## src/rtl/arb_pkg.sv

```systemverilog
package arb_pkg;
  typedef enum logic [1:0] {
    ST_IDLE = 2'd0,
    ST_HOLD = 2'd1,
    ST_GAP  = 2'd2
  } arb_state_t;
endpackage

```

## src/rtl/arb_chain_stage.sv

```systemverilog
module arb_chain_stage (
  input  logic grant_in,
  input  logic dev_req_n,
  output logic take,
  output logic grant_out
);
  // keep the grant when the local device requests, else forward it
  assign take      = grant_in & ~dev_req_n;
  assign grant_out = grant_in &  dev_req_n;
endmodule

```

## src/rtl/arb_grant_ctrl.sv

```systemverilog
module arb_grant_ctrl #(
  parameter int N_DEV = 4,
  localparam int IDX_W = (N_DEV > 1) ? $clog2(N_DEV) : 1
) (
  input  logic             clk,
  input  logic             rst_n,
  input  logic             line_req,
  input  logic             line_rel,
  input  logic [N_DEV-1:0] take,
  output logic             root_grant,
  output logic [N_DEV-1:0] grant,
  output logic [IDX_W-1:0] owner_idx,
  output logic             bus_busy
);
  import arb_pkg::*;

  arb_state_t       state_q, state_d;
  logic [N_DEV-1:0] owner_q;
  logic [IDX_W-1:0] idx_q;
  logic [IDX_W-1:0] take_idx;

  assign root_grant = (state_q == ST_IDLE) & line_req;

  always_comb begin
    take_idx = '0;
    for (int i = N_DEV - 1; i >= 0; i--) begin
      if (take[i]) take_idx = IDX_W'(i);
    end
  end

  always_comb begin
    state_d = state_q;
    unique case (state_q)
      ST_IDLE: if (root_grant) state_d = ST_HOLD;
      ST_HOLD: if (line_rel)   state_d = ST_GAP;
      ST_GAP:                  state_d = ST_IDLE;
      default:                 state_d = ST_IDLE;
    endcase
  end

  always_ff @(posedge clk) begin
    if (!rst_n) begin
      state_q <= ST_IDLE;
      owner_q <= '0;
      idx_q   <= '0;
    end else begin
      state_q <= state_d;
      if (root_grant) begin
        owner_q <= take;
        idx_q   <= take_idx;
      end
    end
  end

  assign bus_busy  = (state_q == ST_HOLD);
  assign grant     = bus_busy ? owner_q : '0;
  assign owner_idx = idx_q;
endmodule

```

## src/rtl/daisy_arbiter.sv

```systemverilog
module daisy_arbiter #(
  parameter int N_DEV = 4,
  localparam int IDX_W = (N_DEV > 1) ? $clog2(N_DEV) : 1
) (
  input  logic             clk,
  input  logic             rst_n,
  input  logic [N_DEV-1:0] req_n,
  input  logic [N_DEV-1:0] done,
  output logic [N_DEV-1:0] grant,
  output logic [IDX_W-1:0] owner_idx,
  output logic             bus_busy
);
  logic             line_req_n;
  logic             line_rel;
  logic             root_grant;
  logic [N_DEV:0]   chain;
  logic [N_DEV-1:0] take;

  // wired line: low when any device pulls it low
  assign line_req_n = &req_n;
  assign line_rel   = |done;
  assign chain[0]   = root_grant;

  for (genvar g = 0; g < N_DEV; g++) begin : g_stage
    arb_chain_stage u_stage (
      .grant_in  (chain[g]),
      .dev_req_n (req_n[g]),
      .take      (take[g]),
      .grant_out (chain[g+1])
    );
  end

  arb_grant_ctrl #(.N_DEV(N_DEV)) u_ctrl (
    .clk        (clk),
    .rst_n      (rst_n),
    .line_req   (~line_req_n),
    .line_rel   (line_rel),
    .take       (take),
    .root_grant (root_grant),
    .grant      (grant),
    .owner_idx  (owner_idx),
    .bus_busy   (bus_busy)
  );
endmodule

```

## config.mk

```make
export PLATFORM = sky130hd
export DESIGN_NAME = daisy_arbiter
export DESIGN_NICKNAME = d
export VERILOG_FILES = /design/src/rtl/arb_pkg.sv /design/src/rtl/arb_chain_stage.sv /design/src/rtl/arb_grant_ctrl.sv /design/src/rtl/daisy_arbiter.sv
export SDC_FILE = /design/constraint.sdc
export NUM_CORES = 1
export LEC_CHECK = 0
export CORE_AREA = 2 2 39 41
export CTS_CLUSTER_DIAMETER = 30
export DETAILED_ROUTE_END_ITERATION = 8
export DIE_AREA = 0 0 41 43
export SLEW_MARGIN = 30
export SYNTH_ARGS = -nofsm -noshare
export SYNTH_HDL_FRONTEND = slang
export SYNTH_SLANG_ARGS = --single-unit
```

## constraint.sdc

```tcl
create_clock -name clk -period 1.3 [get_ports clk]
set_clock_uncertainty 0.05 [all_clocks]
set_input_delay 0.26 -clock clk [delete_from_list [all_inputs] [get_ports clk]]
set_output_delay 0.26 -clock clk [all_outputs]
set_load 0.02 [all_outputs]
```

# After elaboration in Yosys (flattened, before gate mapping)
# Cells that the tools add are included.
[op_classes]
bitwise_logic = 13
n_eq_ne = 3
muxes = 8
n_reduce_logical = 4
[op_table]
columns = ["operator", "count"]
rows = [
  ["2-bit two-way mux", 6],
  ["1-bit AND", 8],
  ["1-bit inverter", 5],
  ["4-bit two-way mux", 1],
  ["2-bit inequality test (second input constant)", 2],
  ["2-bit case mux with 2 select lines", 1],
  ["4-bit AND reduction", 1],
  ["4-bit OR reduction", 1],
  ["2-bit by 1-bit equality test with 1-bit output (second input constant)", 1],
  ["2-bit logical NOT", 1],
  ["2-bit AND reduction", 1],
]
[word_totals]
reg_bits = 8
in_bits = 10
output_inout_bits = 7
elab_cells = 31

# Logic depth before layout (Yosys ltp)
[logic_depth]
ltp_word = 11
ltp_mapped = 3
ltp_nobuf = 3

# Cells and area by module
# From an unflattened synthesis, not the netlist that was laid out.
[hier_totals]
hier_cells = 45
hier_area_um2 = 431.7
[modules_own_cells]
columns = ["mod", "instances", "area_per_inst_um2", "cells_each", "seq_area_each_um2"]
rows = [
  ["arb_grant_ctrl", 1, 352.8, 35, 160.2],
  ["arb_chain_stage", 4, 16.3, 2, 0.0],
  ["daisy_arbiter", 1, 13.8, 2, 0.0],
]

# Worst setup path after synthesis
# OpenSTA, ideal clock, no wires.
[synth_timing]
path_kind = "register to output"
from = "reg u_ctrl.state_q[0]"
to = "out grant[0]"
path_slack_ps = -205
arrival_ps = 1195
stages_incl_launch_ff = 3
path_cell_list = "dfxtp_1 -> nor2b_1 -> and2_1"
[synth_via]
elab_chain_cells = 2
[synth_lines]
columns = ["element", "line", "source"]
rows = [
  ["start, declared", "arb_grant_ctrl.sv:17", "arb_state_t state_q, state_d;"],
  ["start signal, assigned", "arb_grant_ctrl.sv:47", "state_q <= state_d;"],
  ["2-bit by 1-bit equality test with 1-bit output", "arb_grant_ctrl.sv:55", "assign bus_busy = (state_q == ST_HOLD);"],
  ["via bus_busy", "daisy_arbiter.sv:11", "output logic bus_busy"],
  ["4-bit two-way mux", "arb_grant_ctrl.sv:56", "assign grant = bus_busy ? owner_q : '0;"],
  ["end, declared", "daisy_arbiter.sv:9", "output logic [N_DEV-1:0] grant,"],
]
# The timed path passes the listed nets, and every way through them passes these cells.

# Final worst setup path
[layout_timing]
from = "reg u_ctrl.state_q[0]"
to = "out grant[1]"
[layout_via]
elab_chain_cells = 2
[layout_lines]
columns = ["element", "line"]
rows = [
  ["2-bit by 1-bit equality test with 1-bit output", "arb_grant_ctrl.sv:55"],
  ["4-bit two-way mux", "arb_grant_ctrl.sv:56"],
]
# No other way between the ends.

==> qor.yml <==
status:
  status: "finished with violations"
  violations: "setup timing"
power:
  power_density_nw_per_um2: 973
  intPower_mw: 0.490
  p_switching_mw: 0.196
  p_clk_share_pct: 28.5
  power_frac_seq_pct: 40.4
  netSwitchingFraction_pct: 28.6
  power.share.combinational_pct: 31.1
  irDropWorstVdd_uv: 596
  power_leakage_nw: 0.326
synth:
  syn_inst: 44
  ys_warn_count: 0
  ys_seq_area_share_pct: 42.5
  synth_top_area_share_pct: 42.5
  syn_area_per_cell_um2: 8.56
  synth_area_leaders: "dfxtp_1, a21oi_1, and2_1"
  ys_types: 20
  synth-seq-cells: 8
  syn_area_um2: 377
  synth_top_area_cell: "dfxtp_1"
  synth_nets: 54
detailed_routing:
  drc: 0
  wl_met1_um: 515
  dr.max_layer_used: "met4"
  drt_wl_total_um: 1080
  dr.pass1.iters: 2
  dr.first_iter.drc_count: 3
  routed-wl-met2_um: 497
  via_count: 455
  avgViaCountPerCell: 5.00
  ant_nets: 0
  wire_per_inst_um: 11.8
  wl_met3_um: 50
clock_network:
  cts_hold_buf: 0
  clk_path_buf_depth: 2
  root_buffer: "clkbuf_4"
  clkLatencyLatePin_ns: 0.25
  cts_max_level: 1
  cts_tree: "yes"
  clk_pin_slew_ns: 0.06
  clock_sinks: 8
  cts_setup_buffers: 0
  cts_made_buffers: 3
setup_path:
  critPathKind: "flop to primary output"
  worstPathMaxFanout: 6
  required_ns: 0.99
  cp_cell_sequence: "nor2b_4 -> and2_1 -> buf_4"
  crit_path_end_kind: "primary output"
  cp-start-kind: "flop"
  critPathBufInv: 1
  arrival_ns: 1.05
  cp_top_family: "simple AND/OR/NAND/NOR gates"
  crit_path_max_incr_delay_ns: 0.32
  cpMaxStageDelayCell: "dfxtp_2"
timing:
  fin_hold_ws_ns: 0.273
  hold_viol_final: 0
  min_period_ns: 1.36
  slew_violations: 0
  post-route-period-util_pct: 105
  relSlewSlack_pct: 83.3
  rsz0062_at_grt: "true"
  tns_ns: -0.211
  worst_slew_pin_slew_ns: 0.249
  setup_viol: 4
  fmax_ghz: 0.735
  fin_ws_ns: -0.0606
global_route:
  grtUsageTotal_pct: 16.0
  grt_pass1_wl_um: 1860
  gr-total-overflow: 0
  grt_pass1_vias: 457
  grt_max_degree: 8
  antenna_found_initial: 0
place:
  gp_congestion: 0.796
  dp.cells: 88
  io_buffers: 16
  hpwl_um: 811
  placed_area_um2: 654
floorplan:
  start_util_pct: 27.2
  die_area_um2: 1760
  row_count: 14
  core_area_um2: 1380
  ioPinCount: 17
  dieWidth_um: 41
  die_h_um: 43
finish:
  final_common_cell: "buf_4"
  postLayoutCoreUtil_pct: 50.9
  area_growth_syn_to_layout_pct: 87.0
  layout_common_cells: "buf_4, dfxtp_1, a21oi_1"
  antenna_cells: 0
  final_nets: 87
  fill_cells: 148
  fin_area_um2: 704
  drive_gt1_share_pct: 40.0
  stdcell_count: 91
worst_hold_path:
  holdCritPathClass: "input pin to flop"
flow_run:
  cap_violations: 0
==> worst reg2reg max path, stage by stage, from the launching register on <==
cell,delay [ns]
dfxtp_2,0.33
buf_6,0.13
or2_4,0.24
or3_1,0.34
a21oi_1,0.12
==> synth_stat cells (all sizes together) <==
library cell  number
and3               2
a32oi              1
a311o              1
a21oi              5
nand4              1
a2111oi            1
nor2b              1
nand3              1
or2                1
or4                1
dfxtp              8
nor3               3
o21ai              2
a211oi             3
and2               4
nand2              3
inv                2
nor2               3
or3                1
==> per-layer routing <==
metal	vias up	global-route usage, %
met4	0	10.7
met2	10	20.9
li1	228	-
met1	215	21.5
met3	2	4.71
met5	-	0
==> path summary, 6_finish.rpt <==
path | startpoint | end | slack, ns | depth (start not counted)
worst max-delay path | u_ctrl.state_q[0]$_SDFFE_PN0P_ | grant[1] | -0.06 | 3
worst min-delay path | done[2] | u_ctrl.state_q[0]$_SDFFE_PN0P_ | 0.27 | 3
worst max register to register | u_ctrl.state_q[1]$_SDFFE_PN0P_ | u_ctrl.owner_q[2]$_SDFFE_PN0N_ | 0.02 | 4
worst min register to register | u_ctrl.owner_q[2]$_SDFFE_PN0N_ | u_ctrl.owner_q[2]$_SDFFE_PN0N_ | 0.43 | 2
==> area by class of cell <==
class                           instances  area, um^2  area share (%)
Clock buffer                            3        22.5            3.20
Sequential cell                         8         163            23.1
Timing Repair Buffer                   28         250            35.5
Inverter                                2        7.51            1.07
Multi-Input combinational cell         34         241            34.3
Tap cell                               16        20.0            2.84
==> power groups by stage <==
stage | registers (mW) | clock network (mW) | logic [mW]
floorplan | 0.295 | 0 | 0.0738
global placement | 0.281 | 0 | 0.211
detailed placement | 0.281 | 0 | 0.211
CTS | 0.277 | 0.202 | 0.214
global route | 0.279 | 0.214 | 0.233
finish | 0.277 | 0.196 | 0.213
==> sequential cells by signal, summed over array words and instances, names as in the netlist <==
signal	cells
u_ctrl.state_q	2
u_ctrl.owner_q	4
u_ctrl.owner_idx	2
==> repair_timing <==
| action | CTS | global route |
|---|---|---|
| pin swaps | 5 | 2 |
| gates resized for setup | 39 | 4 |
| setup endpoints to repair | 11 | 8 |
==> metrics by stage <==
stage / worst slack, ns / power (mW)
6_report: -0.0606 / 0.685
3_3_place_gp: -0.385 / 0.492
3_5_place_dp: -0.420 / 0.493
5_1_grt: -0.107 / 0.726
2_1_floorplan: 0.0361 / 0.369
4_1_cts: -0.0719 / 0.693
==> kinds of logic (layout without fill, tap and decap cells) <==
| group | Yosys count | after routing | share of synthesized area [%] |
|---|---|---|---|
| buffers and inverters | 2 | 33 | 1.99 |
| AND/OR/NAND/NOR | 21 | 21 | 31.2 |
| AO/OA/AOI/OAI | 13 | 13 | 24.3 |
| flip-flops | 8 | 8 | 42.5 |
Power figures use the tool's default switching activity.
